File: src/rtl/rc5d_pkg.sv
package rc5d_pkg;

  typedef enum logic [1:0] {
    ST_IDLE = 2'd0,
    ST_RUN  = 2'd1,
    ST_DONE = 2'd2
  } rc5d_state_t;

  // which half-step the datapath performs in a given cycle
  typedef enum logic [1:0] {
    STEP_B_ROUND = 2'd0,
    STEP_A_ROUND = 2'd1,
    STEP_B_FINAL = 2'd2,
    STEP_A_FINAL = 2'd3
  } rc5d_step_t;

endpackage

File: src/rtl/rc5d_ctrl.sv
module rc5d_ctrl
  import rc5d_pkg::*;
#(
  parameter int ADDR_W = 5,
  parameter int LAST   = 25
) (
  input  logic              clk,
  input  logic              rst_n,
  input  logic              in_valid,
  input  logic              out_ready,
  output logic              in_ready,
  output logic              out_valid,
  output logic              run,
  output logic              accept,
  output logic [ADDR_W-1:0] addr,
  output rc5d_step_t        step
);

  rc5d_state_t state;

  assign in_ready  = (state == ST_IDLE);
  assign out_valid = (state == ST_DONE);
  assign run       = (state == ST_RUN);
  assign accept    = in_ready && in_valid;

  always_ff @(posedge clk) begin
    if (!rst_n) begin
      state <= ST_IDLE;
      addr  <= '0;
    end else begin
      unique case (state)
        ST_IDLE: if (in_valid) begin
          state <= ST_RUN;
          addr  <= ADDR_W'(LAST);
        end
        ST_RUN: begin
          if (addr == '0) state <= ST_DONE;
          else            addr  <= addr - 1'b1;
        end
        ST_DONE: if (out_ready) state <= ST_IDLE;
        default: state <= ST_IDLE;
      endcase
    end
  end

  always_comb begin
    if (addr >= ADDR_W'(2)) step = addr[0] ? STEP_B_ROUND : STEP_A_ROUND;
    else                    step = addr[0] ? STEP_B_FINAL : STEP_A_FINAL;
  end

endmodule

File: src/rtl/rc5d_step.sv
module rc5d_step
  import rc5d_pkg::*;
#(
  parameter int WORD_W = 32
) (
  input  rc5d_step_t        step,
  input  logic [WORD_W-1:0] a,
  input  logic [WORD_W-1:0] b,
  input  logic [WORD_W-1:0] s,
  output logic [WORD_W-1:0] na,
  output logic [WORD_W-1:0] nb
);

  localparam int SH_W = $clog2(WORD_W);

  function automatic logic [WORD_W-1:0] rot_right(input logic [WORD_W-1:0] x,
                                                  input logic [SH_W-1:0]   n);
    logic [2*WORD_W-1:0] both;
    both = {x, x} >> n;
    return both[WORD_W-1:0];
  endfunction

  // subtract, rotate by the other word, then mix it back in
  function automatic logic [WORD_W-1:0] unround(input logic [WORD_W-1:0] self,
                                                input logic [WORD_W-1:0] other,
                                                input logic [WORD_W-1:0] key);
    return rot_right(self - key, other[SH_W-1:0]) ^ other;
  endfunction

  always_comb begin
    na = a;
    nb = b;
    unique case (step)
      STEP_B_ROUND: nb = unround(b, a, s);
      STEP_A_ROUND: na = unround(a, b, s);
      STEP_B_FINAL: nb = b - s;
      STEP_A_FINAL: na = a - s;
      default: ;
    endcase
  end

endmodule

File: src/rtl/rc5_decrypt_core.sv
module rc5_decrypt_core
  import rc5d_pkg::*;
#(
  parameter int WORD_W = 32,
  parameter int ROUNDS = 12,
  parameter int ADDR_W = $clog2(2*ROUNDS+2)
) (
  input  logic              clk,
  input  logic              rst_n,
  input  logic              in_valid,
  output logic              in_ready,
  input  logic [WORD_W-1:0] in_a,
  input  logic [WORD_W-1:0] in_b,
  output logic              out_valid,
  input  logic              out_ready,
  output logic [WORD_W-1:0] out_a,
  output logic [WORD_W-1:0] out_b,
  output logic [ADDR_W-1:0] sk_addr,
  input  logic [WORD_W-1:0] sk_data
);

  localparam int LAST = 2*ROUNDS + 1;

  logic              run;
  logic              accept;
  logic [ADDR_W-1:0] addr;
  rc5d_step_t        step;
  logic [WORD_W-1:0] reg_a, reg_b, next_a, next_b;

  rc5d_ctrl #(.ADDR_W(ADDR_W), .LAST(LAST)) u_ctrl (
    .clk(clk), .rst_n(rst_n), .in_valid(in_valid), .out_ready(out_ready),
    .in_ready(in_ready), .out_valid(out_valid), .run(run), .accept(accept),
    .addr(addr), .step(step)
  );

  rc5d_step #(.WORD_W(WORD_W)) u_step (
    .step(step), .a(reg_a), .b(reg_b), .s(sk_data), .na(next_a), .nb(next_b)
  );

  always_ff @(posedge clk) begin
    if (!rst_n) begin
      reg_a <= '0;
      reg_b <= '0;
    end else if (accept) begin
      reg_a <= in_a;
      reg_b <= in_b;
    end else if (run) begin
      reg_a <= next_a;
      reg_b <= next_b;
    end
  end

  assign sk_addr = run ? addr : '0;
  assign out_a   = reg_a;
  assign out_b   = reg_b;

endmodule

File: config.mk
export PLATFORM = sky130hd
export DESIGN_NAME = rc5_decrypt_core
export DESIGN_NICKNAME = d
export VERILOG_FILES = /design/src/rtl/rc5d_pkg.sv /design/src/rtl/rc5d_ctrl.sv /design/src/rtl/rc5d_step.sv /design/src/rtl/rc5_decrypt_core.sv
export SDC_FILE = /design/constraint.sdc
export NUM_CORES = 1
export LEC_CHECK = 0
export ABC_CLOCK_PERIOD_IN_PS = 12100
export BUFFER_PORTS_ARGS = -buffer_cell sky130_fd_sc_hd__buf_2
export CAP_MARGIN = 30
export CORE_UTILIZATION = 46
export CTS_CLUSTER_DIAMETER = 60
export DETAILED_ROUTE_END_ITERATION = 6
export PLACE_DENSITY = 0.66
export SLEW_MARGIN = 20
export SYNTH_ARGS = -nofsm -noshare
export SYNTH_HDL_FRONTEND = slang
export SYNTH_SLANG_ARGS = --single-unit
File: constraint.sdc
create_clock -name clk -period 12.1 [get_ports clk]
set_clock_uncertainty 0.15 [all_clocks]
set_input_delay 0.605 -clock clk [delete_from_list [all_inputs] [get_ports clk]]
set_output_delay 0.605 -clock clk [all_outputs]
set_load 0.01 [all_outputs]
Word-level counts from Yosys, hierarchy flattened
Index checks and enable logic that the tools add are counted.
{"block": "totals", "output_inout_bits": 71, "elab_cells": 50, "register_bits": 71, "in_bits": 100}
{"block": "classes", "shift": 2, "bitwise": 2, "n_reduce_logical": 12, "eq_ne": 9, "add_sub_neg": 3, "magnitude_cmp": 1, "muxes": 17}
{"cell": "two-way mux 32 bit", "count": 4}
{"cell": "one-hot mux 32 bit (2 select lines)", "count": 2}
{"cell": ">> shifter 64 x 5 -> 32 bit", "count": 2}
{"cell": "subtractor 32 bit", "count": 2}
{"cell": "XOR 32 bit", "count": 2}
{"cell": "two-way mux 5 bit", "count": 3}
{"cell": "one-hot mux 5 bit (2 select lines)", "count": 1}
{"cell": "two-way mux 2 bit", "count": 4}
{"cell": "== test 2 bit, second input constant", "count": 3}
{"cell": "one-hot mux 2 bit (3 select lines)", "count": 1}
{"cell": "AND reduction 3 bit", "count": 2}
{"cell": "nonzero test 3 bit", "count": 2}
{"cell": ">= comparator 5 x 2 -> 1 bit, second input constant", "count": 1}
{"cell": "zero test 5 bit", "count": 1}
{"cell": "subtractor 5 x 1 -> 5 bit, second input constant", "count": 1}
{"cell": "== test 2 x 1 -> 1 bit, second input constant", "count": 2}
{"cell": "zero test 2 bit", "count": 2}
{"cell": "inequality test 2 x 1 -> 1 bit, second input constant", "count": 2}
{"cell": "inequality test 2 bit, second input constant", "count": 2}
{"cell": "AND reduction 2 bit", "count": 2}
{"cell": "nonzero test 2 bit", "count": 2}
{"cell": "two-way mux 1 bit", "count": 2}
{"cell": "logical AND 1 bit", "count": 1}

Longest topological paths before layout
{"block": "logic_depth", "word_depth": 6, "depth_mapped": 20, "mapped_depth_nobuf": 16}

Cells and area by module
A second synthesis with hierarchy kept.
{"block": "unflattened", "hier_cells": 2119, "area_unflattened_um2": 15731.3}
{"module": "rc5d_step", "area_each_um2": 12116.6, "cells_each": 1789, "instances": 1, "seq_area_each_um2": 0.0}
{"module": "rc5_decrypt_core", "area_each_um2": 3240.6, "cells_each": 290, "instances": 1, "seq_area_each_um2": 1281.2}
{"module": "rc5d_ctrl", "area_each_um2": 374.1, "cells_each": 40, "instances": 1, "seq_area_each_um2": 140.1}

Worst setup path before layout
No wires, ideal clock.
{"block": "synth_path", "kind": "register to register", "from": "register reg_b[0] (netlist: out_b[0])", "to": "register reg_b[17] (netlist: out_b[17])", "required_ns": 11.847, "synth_period_minus_slack_ns": 5.595, "path_buffers": 4, "t_arrival_ns": 5.341, "stages_incl_launch_ff": 20, "setup_time_ns": 0.103, "setup_slack_ns": 6.505, "cell_sequence": "dfxtp_1 clkbuf_1 inv_2 buf_1 clkbuf_1 clkbuf_1 ha_1 inv_1 fa_1 a21o_1 a311o_1 a21oi_4 a2111oi_2 o21a_4 o31ai_4 o32ai_1 or4_4 mux4_2 xor2_1 a2111oi_2"}
{"block": "synth_via", "elab_chain_len": 6}
{"element": "from (decl)", "line_no": "rc5_decrypt_core.sv:28", "source": "logic [WORD_W-1:0] reg_a, reg_b, next_a, next_b;"}
{"element": "from (signal assigned)", "line_no": "rc5_decrypt_core.sv:46", "source": "reg_b <= in_b;"}
{"element": "from (signal assigned)", "line_no": "rc5_decrypt_core.sv:49", "source": "reg_b <= next_b;"}
{"element": "subtractor 32 bit *", "line_no": "rc5d_step.sv:27, rc5d_step.sv:36"}
{"element": ">> shifter 64 x 5 -> 32 bit", "line_no": "rc5d_step.sv:19", "source": "both = {x, x} >> n;"}
{"element": "XOR 32 bit", "line_no": "rc5d_step.sv:27", "source": "return rot_right(self - key, other[SH_W-1:0]) ^ other;"}
{"element": "one-hot mux 32 bit (2 select lines) *", "line_no": "rc5d_step.sv:33", "source": "unique case (step)"}
{"element": "two-way mux 32 bit *", "line_no": "rc5_decrypt_core.sv:47", "source": "end else if (run) begin"}
{"element": "two-way mux 32 bit *", "line_no": "rc5_decrypt_core.sv:44", "source": "end else if (accept) begin"}
Every way passes the cells marked *; elsewhere a longest branch is shown, timed or not. The select of a mux whose other input is x is not followed.
A chain may end at the register's enable or synchronous reset.

Worst setup path in the final report
{"block": "layout_path", "from": "register reg_b[0] (netlist: out_b[0])", "to": "register reg_b[24] (netlist: out_b[24])"}
Same word-level chain as after synthesis.

==> results_dict.tcl <==
set metrics [dict create \
    diodes 0 \
    drv_slew 0 \
    synth_cells 1891 \
    root_buffer "clkbuf_16" \
    placed_cell_area_mm2 0.0148 \
    grt-busiest-layer "met1" \
    seq_area_frac_synth_pct 10.3 \
    worst-path-max-fanout 35 \
    grt-ovfl-total 0 \
    avgRoutedWirePerCell_um 29.5 \
    grt_pass1_vias 15100 \
    hold_class "primary input to flip-flop" \
    grt_usage_pct 44.0 \
    ys_warn_count 0 \
    wl_mm 69.1 \
    hpwlAfterDp_mm 54.0 \
    gp_congestion 1.02 \
    worstPathRequired_ns 12.16 \
    cts_max_path_buffers 2 \
    critPathBufInv 5 \
    syn-num-nets 2059 \
    async_reset_ff_share_pct 0 \
    fill_cells 2957 \
    ant_nets 0 \
    cts_tree "done" \
    violations "DRC" \
    first_pass_iters 7 \
    grtUsageMet2_pct 60.4 \
    htreeDepth 3 \
    static-leakage-power_uw 0.00641 \
    die_h_um 175 \
    worst_setup_path_start_kind "flip-flop" \
    relSlewSlack_pct 25.1 \
    cp_common_cell "buf_4" \
    holdCritStartpoint "in_b[9]" \
    cts_made_buffers 9 \
    cts_setup_buffers 0 \
    drc_errors 7 \
    final_area_mm2 0.0151 \
    postCtsHoldBufs 0 \
    endpoint_kind "flip-flop" \
    synth-edff-count 0 \
    drive_gt1_share_pct 16.6 \
    synth.lib_cells_used.distinct 97 \
    worst_pin_slew_ns 1.12 \
    tns_ns 0 \
    path_class "flip-flop to flip-flop" \
    max_stage_delay_ns 0.79 \
    io_pins 171 \
    globalRouteMet1Util_pct 62.3 \
    rows 62 \
    vias 17200 \
    vdd_drop_max_uv 88.6 \
    fmax_mhz 167 \
    clk_latency_ns 0.36 \
    clock-sinks 71 \
    ys_ff_latch 71 \
    critical_path.top_delay_family "compound AO/OA/AOI/OAI gates" \
    p_per_area_mw_per_mm2 225 \
    core_area_mm2 0.0291 \
    antenna_found_initial 0 \
    initial_core_util_pct 47.3 \
    crit_chain "buf_4, inv_2, buf_4, ha_1, inv_1, fa_1, nand3_1, a21oi_1, o21ai_0, buf_4, o211ai_1, a311oi_1, o22ai_1, a211oi_1, mux2_2, mux2_2, mux2i_1, xor2_1, a2111oi_0" \
    dieArea_mm2 0.0306 \
    ys.flop_type "dfxtp_1" \
    crit_arrival_ns 6.05 \
    nNetsFinal 2126 \
    timing.rr.start "out_b[0]$_SDFFE_PN0P_" \
    first_iter_violations 2970 \
    viasPerCell 7.34 \
    ctsResizeCount 0 \
    rsz0062_at_grt "no" \
    syn_avg_cell_area_um2 7.28 \
    grt_start_max_net_pins 56 \
    clk_pin_slew_ns 0.08 \
    crit_slowest_cell "a311oi_1" \
    finalHoldViolCount 0 \
    io_buffers 170 \
    die_w_um 175 \
    timing.final.crit_share_pct 49.4 \
    syn_area_mm2 0.0138 \
    status "finished, violations left" \
    critPathLaunch "out_b[0]$_SDFFE_PN0P_" \
    grt_pass1_wl_mm 100 \
    timing.final.crit_period_ns 5.98 \
    setup_violations 0 \
    grt_use_met3_pct 13.9 \
    syn2layout_area_growth_pct 9.59 \
    cap_violations 0 \
]
worst reg2reg max path: stages, from the launching register on:
cell and delay (ns):
dfxtp_1 0.30, buf_4 0.25, inv_2 0.12, buf_4 0.43
ha_1 0.23, inv_1 0.05, fa_1 0.45, nand3_1 0.18
a21oi_1 0.12, o21ai_0 0.20, buf_4 0.19, o211ai_1 0.11
a311oi_1 0.79, o22ai_1 0.20, a211oi_1 0.69, mux2_2 0.33
mux2_2 0.17, mux2i_1 0.17, xor2_1 0.20, a2111oi_0 0.52
power breakdown:
part | leakage [µW] | total (µW) | switching [µW] | internal (µW)
registers | 0.000589 | 390 | 108 | 281
logic | 0.00567 | 2720 | 1730 | 986
clock network | 0.000147 | 292 | 130 | 162
total | 0.00641 | 3400 | 1970 | 1430
area by class of cell:
class	instances	area [µm²]	area share [%]
Timing Repair Buffer	205	1140	7.53
Tap cell	384	480	3.18
Multi-Input combinational cell	1607	11500	76.3
Inverter	64	240	1.59
Clock inverter	7	77.6	0.514
Sequential cell	71	1420	9.43
Clock buffer	9	225	1.49
metrics by stage:
step	utilization, %	hold slack (ns)	cells	power, µW	setup WS (ns)
after floorplan	-	0.331	1891	2140	6.51
after global placement	50.7	0.363	2327	2940	6.28
after detailed placement	50.7	0.368	2329	2950	6.30
after CTS	51.8	0.334	2345	3260	6.30
after global routing	51.9	0.348	2347	3540	5.79
final	51.9	0.336	2347	3400	6.12
cell usage after synthesis (all sizes together), types with 40 or more instances:
| master | number | area share [%] |
|---|---|---|
| a21oi | 146 | 5.4 |
| clkbuf | 117 | 3.2 |
| dfxtp | 71 | 10 |
| ha | 66 | 6.0 |
| inv | 60 | 1.6 |
| mux2i | 90 | 6.5 |
| mux4 | 41 | 6.8 |
| nand2 | 189 | 5.2 |
| nand3 | 51 | 1.9 |
| nor2 | 150 | 4.1 |
| nor3 | 57 | 2.1 |
| o21ai | 109 | 4.0 |
| o221ai | 40 | 2.5 |
| xnor2 | 53 | 3.4 |
state kept, by name (all words and copies together), names as in the netlist:
name / cells
out_b: 32
u_ctrl.addr: 5
u_ctrl.state: 2
out_a: 32
layout by cell type, fill, tap and decap left out, types with 13 or more instances in the layout:
cell	count
buf_4	32
and3_1	22
a22oi_1	13
o221ai_1	40
nand2_1	188
a211o_1	13
o211ai_1	28
xor2_1	35
nor2_1	150
ha_1	66
dfxtp_1	69
nand3_1	51
nand4_1	35
nor3_1	56
or3_1	23
a221oi_1	24
mux2_2	25
o21ai_0	104
a21o_1	31
xnor2_1	53
inv_1	58
mux2i_1	90
and4_1	13
a211oi_1	33
buf_2	171
a21oi_1	144
a31oi_1	23
mux4_2	39
a2111oi_0	16
o22ai_1	27
and2_1	22
o21a_1	24
path summary, 6_finish.rpt:
kind | slack (ns) | endpoint | cells after the start
max | 6.12 | out_b[24]$_SDFFE_PN0P_ | 19
min | 0.34 | out_b[9]$_SDFFE_PN0P_ | 2
max reg2reg | 6.12 | out_b[24]$_SDFFE_PN0P_ | 19
min reg2reg | 0.38 | u_ctrl.addr[1]$_SDFFE_PN0P_ | 2
cells by family (layout without fill, tap and decap cells):
group	Yosys count	count (layout)	share of synthesized area, %
buf+inv	213	285	6.12
mux	156	156	15.3
fa+ha+maj	68	68	6.29
compound gates	675	675	34.7
simple gates	620	620	21.6
xor+xnor	88	88	5.60
flops	71	71	10.3
layer usage:
metal / share of wire [%] / wire length, µm
met1: 40 / 27900
met2: 39 / 27000
met3: 16 / 10800
met4: 4.9 / 3410
met5: 0 / 0
Power figures use the tool's default switching activity.
